===== config.mk =====
export PLATFORM = sky130hd
export DESIGN_NAME = cyclic_adc_corrector
export DESIGN_NICKNAME = d
export VERILOG_FILES = /design/src/rtl/cadc_pkg.sv /design/src/rtl/cadc_digit_decode.sv /design/src/rtl/cadc_sequencer.sv /design/src/rtl/cadc_accum.sv /design/src/rtl/cyclic_adc_corrector.sv
export SDC_FILE = /design/constraint.sdc
export NUM_CORES = 1
export LEC_CHECK = 0
export BUFFER_PORTS_ARGS = -buffer_cell sky130_fd_sc_hd__buf_2
export CORE_ASPECT_RATIO = 0.75
export CORE_MARGIN = 1
export CORE_UTILIZATION = 50
export CTS_CLUSTER_SIZE = 24
export DETAILED_ROUTE_END_ITERATION = 7
export GPL_TIMING_DRIVEN = 0
export HOLD_SLACK_MARGIN = 0.02
export PLACE_DENSITY = 0.73
export SYNTH_ARGS = -nofsm -noshare
export SYNTH_HDL_FRONTEND = slang
export SYNTH_SLANG_ARGS = --single-unit
export TNS_END_PERCENT = 50

===== constraint.sdc =====
create_clock -name clk -period 9.5 [get_ports clk]
set_input_delay 2.85 -clock clk [delete_from_list [all_inputs] [get_ports clk]]
set_output_delay 2.85 -clock clk [all_outputs]
set_load 0.005 [all_outputs]

===== src/rtl/cadc_pkg.sv =====
// Package: shared types for the cyclic ADC corrector.
// Assumes a ternary digit fits in a two-bit two's-complement value.
package cadc_pkg;
    typedef logic signed [1:0] sdigit_t;

    localparam sdigit_t DIG_POS  = 2'sb01;
    localparam sdigit_t DIG_ZERO = 2'sb00;
    localparam sdigit_t DIG_NEG  = 2'sb11;
endpackage


===== src/rtl/cadc_digit_decode.sv =====
// Module: maps one comparator pair {hi, lo} to a signed ternary digit.
// Assumes the pair is already registered. The pair hi=1, lo=0 cannot arise
// from two ordered thresholds, so it is reported and counted as zero.
module cadc_digit_decode
    import cadc_pkg::*;
(
    input  logic    hi,
    input  logic    lo,
    output sdigit_t digit,
    output logic    illegal
);
    // Purpose: combinational pair-to-digit lookup.
    always_comb begin
        illegal = 1'b0;
        case ({hi, lo})
            2'b11:   digit = DIG_POS;
            2'b01:   digit = DIG_ZERO;
            2'b00:   digit = DIG_NEG;
            default: begin
                digit   = DIG_ZERO;
                illegal = 1'b1;
            end
        endcase
    end
endmodule


===== src/rtl/cadc_sequencer.sv =====
// Module: conversion cycle sequencer.
// Assumes start_req is synchronous to clk. A start is taken only when idle.
// The sequencer then runs CYCLES sampling edges and raises done once.
module cadc_sequencer #(
    parameter int CYCLES = 6,
    localparam int CNT_W = (CYCLES > 1) ? $clog2(CYCLES) : 1
) (
    input  logic             clk,
    input  logic             rst_n,
    input  logic             start_req,
    output logic             busy,
    output logic             start_ok,
    output logic             last_step,
    output logic [CNT_W-1:0] cyc_idx,
    output logic             done
);
    // Purpose: decode the start acceptance and the final step.
    always_comb begin
        start_ok  = start_req && !busy;
        last_step = busy && (cyc_idx == CNT_W'(CYCLES - 1));
    end

    // Purpose: hold the busy state, the cycle index and the done strobe.
    always_ff @(posedge clk) begin
        if (!rst_n) begin
            busy    <= 1'b0;
            cyc_idx <= '0;
            done    <= 1'b0;
        end else begin
            done <= last_step;
            if (start_ok) begin
                busy    <= 1'b1;
                cyc_idx <= '0;
            end else if (busy) begin
                if (last_step) begin
                    busy    <= 1'b0;
                    cyc_idx <= '0;
                end else begin
                    cyc_idx <= cyc_idx + 1'b1;
                end
            end
        end
    end
endmodule


===== src/rtl/cadc_accum.sv =====
// Module: signed weighted accumulation of redundant digits, with offset and clamp.
// Assumes digits arrive DEC per step, lowest index first, where the lowest
// index is the most significant. The digit at decision position i has weight 2^(RES_BITS-1-i).
module cadc_accum #(
    parameter int RES_BITS = 12,
    parameter int DEC      = 2,
    parameter int CNT_W    = 3,
    localparam int ACC_W   = RES_BITS + 2
) (
    input  logic                clk,
    input  logic                rst_n,
    input  logic                clear,
    input  logic                step_en,
    input  logic                finish,
    input  logic [CNT_W-1:0]    cyc_idx,
    input  logic [2*DEC-1:0]    digits,
    input  logic [DEC-1:0]      ill_vec,
    output logic [RES_BITS-1:0] result,
    output logic                illegal_seen
);
    localparam logic signed [ACC_W-1:0] OFFSET = ACC_W'(2 ** (RES_BITS - 1));
    localparam logic signed [ACC_W-1:0] MAXV   = ACC_W'(2 ** RES_BITS - 1);

    logic signed [ACC_W-1:0] acc, acc_next, step_sum, term, biased;
    logic [RES_BITS-1:0]     clamped;
    int                      sh;

    // Purpose: weight this step's digits and form the biased, clamped sum.
    always_comb begin
        step_sum = '0;
        term     = '0;
        sh       = 0;
        for (int j = 0; j < DEC; j++) begin
            sh       = RES_BITS - 1 - (DEC * int'(cyc_idx) + j);
            term     = {{(ACC_W-2){digits[2*j+1]}}, digits[2*j +: 2]};
            step_sum = step_sum + (term <<< sh);
        end
        acc_next = acc + step_sum;
        biased   = acc_next + OFFSET;
        if (biased < 0)
            clamped = '0;
        else if (biased > MAXV)
            clamped = MAXV[RES_BITS-1:0];
        else
            clamped = biased[RES_BITS-1:0];
    end

    // Purpose: update the accumulator, the illegal flag and the held result.
    always_ff @(posedge clk) begin
        if (!rst_n) begin
            acc          <= '0;
            result       <= '0;
            illegal_seen <= 1'b0;
        end else if (clear) begin
            acc          <= '0;
            illegal_seen <= 1'b0;
        end else if (step_en) begin
            acc          <= acc_next;
            illegal_seen <= illegal_seen | (|ill_vec);
            if (finish)
                result <= clamped;
        end
    end
endmodule


===== src/rtl/cyclic_adc_corrector.sv =====
// Module: top of the redundant-digit correction logic for a cyclic ADC.
// Assumes comparator bits are registered and valid at each sampling edge.
// Index 0 of cmp_hi/cmp_lo carries the more significant decision of a period.
module cyclic_adc_corrector #(
    parameter int RES_BITS    = 12,
    parameter int DEC_PER_CYC = 2,
    localparam int CYCLES     = RES_BITS / DEC_PER_CYC,
    localparam int CNT_W      = (CYCLES > 1) ? $clog2(CYCLES) : 1
) (
    input  logic                   clk,
    input  logic                   rst_n,
    input  logic                   start_req,
    input  logic [DEC_PER_CYC-1:0] cmp_hi,
    input  logic [DEC_PER_CYC-1:0] cmp_lo,
    output logic                   busy,
    output logic                   done,
    output logic [RES_BITS-1:0]    result,
    output logic                   illegal_seen
);
    logic                     start_ok, last_step;
    logic [CNT_W-1:0]         cyc_idx;
    logic [2*DEC_PER_CYC-1:0] digits;
    logic [DEC_PER_CYC-1:0]   ill_vec;

    for (genvar j = 0; j < DEC_PER_CYC; j++) begin : g_dec
        cadc_digit_decode u_dec (
            .hi      (cmp_hi[j]),
            .lo      (cmp_lo[j]),
            .digit   (digits[2*j +: 2]),
            .illegal (ill_vec[j])
        );
    end

    cadc_sequencer #(.CYCLES(CYCLES)) u_seq (
        .clk       (clk),
        .rst_n     (rst_n),
        .start_req (start_req),
        .busy      (busy),
        .start_ok  (start_ok),
        .last_step (last_step),
        .cyc_idx   (cyc_idx),
        .done      (done)
    );

    cadc_accum #(.RES_BITS(RES_BITS), .DEC(DEC_PER_CYC), .CNT_W(CNT_W)) u_acc (
        .clk          (clk),
        .rst_n        (rst_n),
        .clear        (start_ok),
        .step_en      (busy),
        .finish       (last_step),
        .cyc_idx      (cyc_idx),
        .digits       (digits),
        .ill_vec      (ill_vec),
        .result       (result),
        .illegal_seen (illegal_seen)
    );
endmodule


After elaboration in Yosys (flattened, before gate mapping)
Index checks and enable logic that the tools add are counted.
W data, S select, Z words.
{"block": "totals", "register_bits": 32, "in_bits": 7, "output_inout_bits": 15, "word_cells": 45}
{"block": "classes", "n_addsub": 7, "order_cmp": 2, "n_eq_ne": 5, "n_shift": 2, "muxes": 10, "bitwise_logic": 3, "n_reduce_logical": 10}
{"operator": "$sshl A2 B32 Y14", "count": 2}
{"operator": "$sub A5 B32 Y32 const A", "count": 1}
{"operator": "$add A14 B14 Y14", "count": 2}
{"operator": "$mux W12", "count": 2}
{"operator": "$add A14 B13 Y14 const B", "count": 1}
{"operator": "$gt A14 B13 Y1 const B", "count": 1}
{"operator": "$lt A14 B1 Y1 const B", "count": 1}
{"operator": "$pmux W2 S2", "count": 2}
{"operator": "$reduce_or A3 Y1", "count": 2}
{"operator": "$add A4 B1 Y5 const B", "count": 1}
{"operator": "$mux W1", "count": 5}
{"operator": "$sub A4 B4 Y5 const A", "count": 1}
{"operator": "$eq A2 B1 Y1 const B", "count": 2}
{"operator": "$eq A2 B2 Y1 const B", "count": 2}
{"operator": "$logic_not A2 Y1", "count": 2}
{"operator": "$reduce_or A2 Y1", "count": 2}
{"operator": "$add A3 B1 Y3 const B", "count": 1}
{"operator": "$eq A3 B3 Y1 const B", "count": 1}
{"operator": "$mux W3", "count": 1}
{"operator": "$reduce_and A3 Y1", "count": 1}
{"operator": "$logic_and A1 B1 Y1", "count": 2}
{"operator": "$not A1 Y1", "count": 2}
{"operator": "$logic_not A1 Y1", "count": 1}
{"operator": "$or A1 B1 Y1", "count": 1}

Depth between registers and ports, before layout
{"block": "logic_depth", "ltp_word": 9, "depth_mapped": 19, "mapped_depth_nobuf": 18}

Hierarchy
Synthesis repeated with hierarchy kept, for this count alone.
{"block": "hier_totals", "hier_cells": 320, "area_unflattened_um2": 2631.3}
{"module": "cadc_accum", "instances": 1, "cells_per_inst": 283, "area_each_um2": 2316.0, "seq_area_each_um2": 540.5}
{"module": "cadc_sequencer", "instances": 1, "cells_per_inst": 27, "area_each_um2": 242.7, "seq_area_each_um2": 100.1}
{"module": "cadc_digit_decode", "instances": 2, "cells_per_inst": 5, "area_each_um2": 36.3, "seq_area_each_um2": 0.0}

Worst setup path before layout
No wires, ideal clock.
{"block": "synth_path", "path_type": "input-to-reg", "startpoint": "in cmp_lo[1]", "endpoint": "reg u_acc.result[10]", "setup_ns": 0.085, "t_arrival_ns": 6.660, "required_time_ns": 9.415, "slack_ns": 2.755, "path_stages": 17, "path_buffers": 2, "cell_sequence": "inv_1 > ha_1 > clkbuf_1 > nand2_1 > o21ai_0 > nand2_1 > fa_1 > inv_1 > ha_1 > or3_4 > or2_1 > o22a_4 > o311ai_0 > ha_1 > xnor3_1 > buf_6 > o31ai_2"}
{"block": "synth_between", "elab_chain_len": 9, "elab_cells_between_ends": 11, "classes_between": "3 x add/sub; 2 x order compare; 1 x eq/ne; 1 x shift; 3 x mux; 1 x reduce/logical"}
{"element": "start, declared", "line": "cyclic_adc_corrector.sv:14", "source": "input logic [DEC_PER_CYC-1:0] cmp_lo,"}
{"element": "$eq A2 B2 Y1 or $logic_not A2 Y1 (tied branches)", "line": "cadc_digit_decode.sv:15", "source": "case ({hi, lo})"}
{"element": "$pmux W2 S2 (*)", "line": "cadc_digit_decode.sv:15"}
{"element": "$sshl A2 B32 Y14 (*)", "line": "cadc_accum.sv:36", "source": "step_sum = step_sum + (term <<< sh);"}
{"element": "$add A14 B14 Y14 (*)", "line": "cadc_accum.sv:36"}
{"element": "$add A14 B14 Y14 (*)", "line": "cadc_accum.sv:38", "source": "acc_next = acc + step_sum;"}
{"element": "via u_acc.acc_next[11]", "line": "cadc_accum.sv:24", "source": "logic signed [ACC_W-1:0] acc, acc_next, step_sum, term, biased;"}
{"element": "$add A14 B13 Y14 (*)", "line": "cadc_accum.sv:39", "source": "biased = acc_next + OFFSET;"}
{"element": "$gt A14 B13 Y1", "line": "cadc_accum.sv:42", "source": "else if (biased > MAXV)"}
{"element": "$mux W12", "line": "cadc_accum.sv:42"}
{"element": "$mux W12 (*)", "line": "cadc_accum.sv:40", "source": "if (biased < 0)"}
{"element": "end signal, assigned", "line": "cadc_accum.sv:61", "source": "result <= clamped;"}
{"element": "end, declared", "line": "cadc_accum.sv:18", "source": "output logic [RES_BITS-1:0] result,"}
The timed path passes the listed nets; every way through them passes the cells marked *.
A chain may end at the register's enable or synchronous reset.

Worst setup path in the final report
{"block": "layout_path", "startpoint": "in cmp_hi[1]", "endpoint": "reg u_acc.result[1]"}
{"block": "layout_between", "elab_chain_len": 9, "elab_cells_between_ends": 11, "classes_between": "3 x add/sub; 2 x order compare; 1 x eq/ne; 1 x shift; 3 x mux; 1 x reduce/logical"}
{"element": "start, declared", "line": "cyclic_adc_corrector.sv:13", "source": "input logic [DEC_PER_CYC-1:0] cmp_hi,"}
{"element": "$eq A2 B2 Y1 or $logic_not A2 Y1 (tied branches)", "line": "cadc_digit_decode.sv:15"}
{"element": "$pmux W2 S2 (*)", "line": "cadc_digit_decode.sv:15"}
{"element": "$sshl A2 B32 Y14 (*)", "line": "cadc_accum.sv:36"}
{"element": "$add A14 B14 Y14 (*)", "line": "cadc_accum.sv:36"}
{"element": "$add A14 B14 Y14 (*)", "line": "cadc_accum.sv:38"}
{"element": "via u_acc.acc_next[11]", "line": "cadc_accum.sv:24"}
{"element": "$add A14 B13 Y14 (*)", "line": "cadc_accum.sv:39"}
{"element": "$gt A14 B13 Y1", "line": "cadc_accum.sv:42"}
{"element": "$mux W12", "line": "cadc_accum.sv:42"}
{"element": "$mux W12 (*)", "line": "cadc_accum.sv:40"}
Marks and branches as above.

==> flow_summary.json <==
{
  "fin_nets": 406,
  "crit_type": "in2reg",
  "fillCellCount": 475,
  "cp_data_arrival_time_ps": 7600,
  "multi_input_area_um2": 1878,
  "clk_path_buf_depth": 2,
  "grt_usage_pct": 24.87,
  "cts_setup_buffers": 0,
  "pre_cts_ws_ps": 1712,
  "hold_viol": 0,
  "fin_ws_ps": 2103,
  "cts_tree": "built",
  "hpwl_um": 4828,
  "setup_tns_ps": 0,
  "clkLatencyLatePin_ps": 290,
  "die_y_um": 66.17,
  "fin_skew_ps": 6.928,
  "ctsResizeCount": 0,
  "ir_worst_vdd_uv": 65.29,
  "internal_power_uw": 258.3,
  "slew_violations": 0,
  "area_growth_pct": 9.936,
  "relSlewSlack_pct": 39.74,
  "synthArstFlopShare_pct": 0,
  "ys_seq_area_share_pct": 23.34,
  "worstPathMaxFanout": 10,
  "netlist.area_leader.share_pct": 23.34,
  "htreeDepth": 2,
  "synth_nets": 378,
  "finalCritPeriodShare_pct": 77.86,
  "ys_seq_elements": 32,
  "path_clk_slew_ps": 70,
  "cts_sinks": 32,
  "die_area_um2": 5794,
  "fmax_mhz": 135.2,
  "crit_required_ps": 9700,
  "cts-root-buf": "clkbuf_8",
  "final_common_cell": "inv_1",
  "rows": 22,
  "power_density_nw_per_um2": 146.7,
  "power_frac_clock_pct": 22.8,
  "tightest_slew_ps": 892.6,
  "rsz0062_at_grt": "no",
  "hold_buffers": 0,
  "netSwitchingFraction_pct": 41.67,
  "n_antenna_cell": 0,
  "yosys_warnings": 0,
  "power.switching_uw": 184.5,
  "io_pins": 22,
  "final_core_util_pct": 59.26,
  "grt_pass1_wl_um": 10900,
  "antenna_found_initial": 0,
  "cts_inserted_buffers": 5,
  "gr-total-overflow": 0,
  "vias": 2377,
  "synth_edf_count": 0,
  "layout_common_cells": "inv_1 (41), nor2_1 (35), nand2_1 (33)",
  "share_comb_of_total_power_pct": 45.5,
  "grt_pass1_vias": 2288,
  "die_w_um": 87.56,
  "syn_avg_cell_area_um2": 8.146,
  "initial_utilization_pct": 53.91,
  "grt_max_degree": 11,
  "viasPerCell": 5.439,
  "place_congestion": 0.9207,
  "yosysUniqueCellTypes": 53,
  "hold_path_class": "reg2reg",
  "syn-cell-area_um2": 2745,
  "firstDrtPassIters": 5,
  "yosys-top-cells-area": "dfxtp_1 (23%), ha_1 (9.6%), fa_1 (9.5%), inv_1 (5.6%), nor2_1 (4.8%)",
  "yosysTopAreaCell": "dfxtp_1",
  "start_kind": "input port",
  "setup_violations": 0,
  "synth_cells": 337,
  "first_iter_violations": 120,
  "drt-wirelength-per-cell_um": 14.11,
  "cp-end-kind": "flop",
  "max-cap-violations": 0,
  "drt_wl_total_um": 6164,
  "seq_area_um2": 640.6,
  "core_area_um2": 5092,
  "drive_above_1_share_pct": 13.15,
  "power_uw": 442.8,
  "seq_power_share_pct": 31.8,
  "antenna_left": 0,
  "power_leakage_uw": 0.001393,
  "outcome": "finished, final reports clean",
  "drc_errors": 0,
  "layout_min_cycle_time_ps": 7397,
  "port_buffers": 21,
  "synth_flop_cell": "dfxtp_1"
}
[cell usage after synthesis (2+ instances only)]
library cell  instances
ha_1                 21
mux2_2                2
nor3_1                6
nand3b_1              2
nand2_1              33
or2_2                 3
nor2_1               35
o31a_1                2
and3_1                3
mux2i_1              12
o31ai_2              10
a211oi_1              4
nand2b_1              5
a31oi_1               2
o31ai_1               3
nor3b_1               2
fa_1                 13
dfxtp_1              32
nand3_1               7
nor2b_1               7
xnor2_1               7
clkbuf_1             14
o21ai_0              14
or3_1                 4
a21o_1                2
xor2_1                4
inv_1                41
a21oi_1              18
o21a_1                5
[kinds of logic after synthesis]
kind of cell,Yosys count,share of synthesized area (%)
xor+xnor,12,4.330
mux,14,5.196
buf+inv,58,8.250
simple gates,113,19.51
flops,32,23.34
fa+ha+maj,34,19.05
compound gates,74,20.33
[worst max-delay path: stages]
cell and delay, ps:
buf_2 110, inv_1 50, ha_1 280, clkbuf_1 370, nand3_1 190, fa_1 530, inv_1 40, ha_1 220
inv_1 70, fa_1 200, nor2b_1 80, o31a_1 340, o22a_4 270, o311ai_0 780, ha_1 380, clkbuf_1 460
nor2_1 160, o31ai_1 210
[cell type report]
| cell class | count | area share (%) |
|---|---|---|
| timing repair buffer | 21 | 3.483 |
| sequential | 32 | 21.23 |
| inverter | 41 | 5.100 |
| buffer | 17 | 2.405 |
| tap | 72 | 2.985 |
| multi-input combinational | 247 | 62.23 |
| clock buffer | 6 | 2.405 |
| clock inverter | 1 | 0.1658 |
[power groups by stage]
| stage | clock network (uW) | registers [uW] | logic (uW) |
|---|---|---|---|
| after floorplan | 0 | 143 | 151 |
| after global placement | 0 | 143 | 198 |
| after detailed placement | 0 | 144 | 200 |
| after CTS | 103 | 141 | 202 |
| after global routing | 109 | 141 | 226 |
| final | 101 | 141 | 201 |
[worst paths after layout]
check / start / to / slack [ps] / cells past startpoint
setup / recovery: cmp_hi[1] / u_acc.result[1]$_SDFFE_PN0P_ / 2100 / 18
hold reg to reg: u_acc.illegal_seen$_SDFFE_PP0P_ / u_acc.illegal_seen$_SDFFE_PP0P_ / 440 / 2
hold / removal: u_acc.illegal_seen$_SDFFE_PP0P_ / u_acc.illegal_seen$_SDFFE_PP0P_ / 440 / 2
setup reg to reg: u_seq.cyc_idx[2]$_SDFFE_PP0P_ / u_acc.result[1]$_SDFFE_PN0P_ / 3780 / 18
[routing by layer]
metal | vias to the layer above | global-route usage [%] | wire (um)
met2 | 64 | 38.67 | 2608
li1 | 1193 | - | -
met5 | - | 0 | 0
met1 | 1111 | 35.37 | 3036
met4 | 0 | 7.377 | 90
met3 | 9 | 3.995 | 429
[state kept, by name, summed over array words and instances (netlist names)]
signal / flops
u_acc.acc: 14
u_acc.illegal_seen: 1
u_acc.result: 12
u_seq.busy: 1
u_seq.cyc_idx: 3
u_seq.done: 1
[stage by stage]
| stage | std cells | area (um^2) | hold WS, ps |
|---|---|---|---|
| 2_1_floorplan | 337 | 2745 | 442.1 |
| 3_3_place_gp | 430 | 2940 | 429.1 |
| 3_5_place_dp | 430 | 2940 | 436.2 |
| 4_1_cts | 437 | 3018 | 445.3 |
| 5_1_grt | 437 | 3018 | 490.6 |
| 6_report | 437 | 3018 | 442.2 |
(Power assumes the default switching activity.)
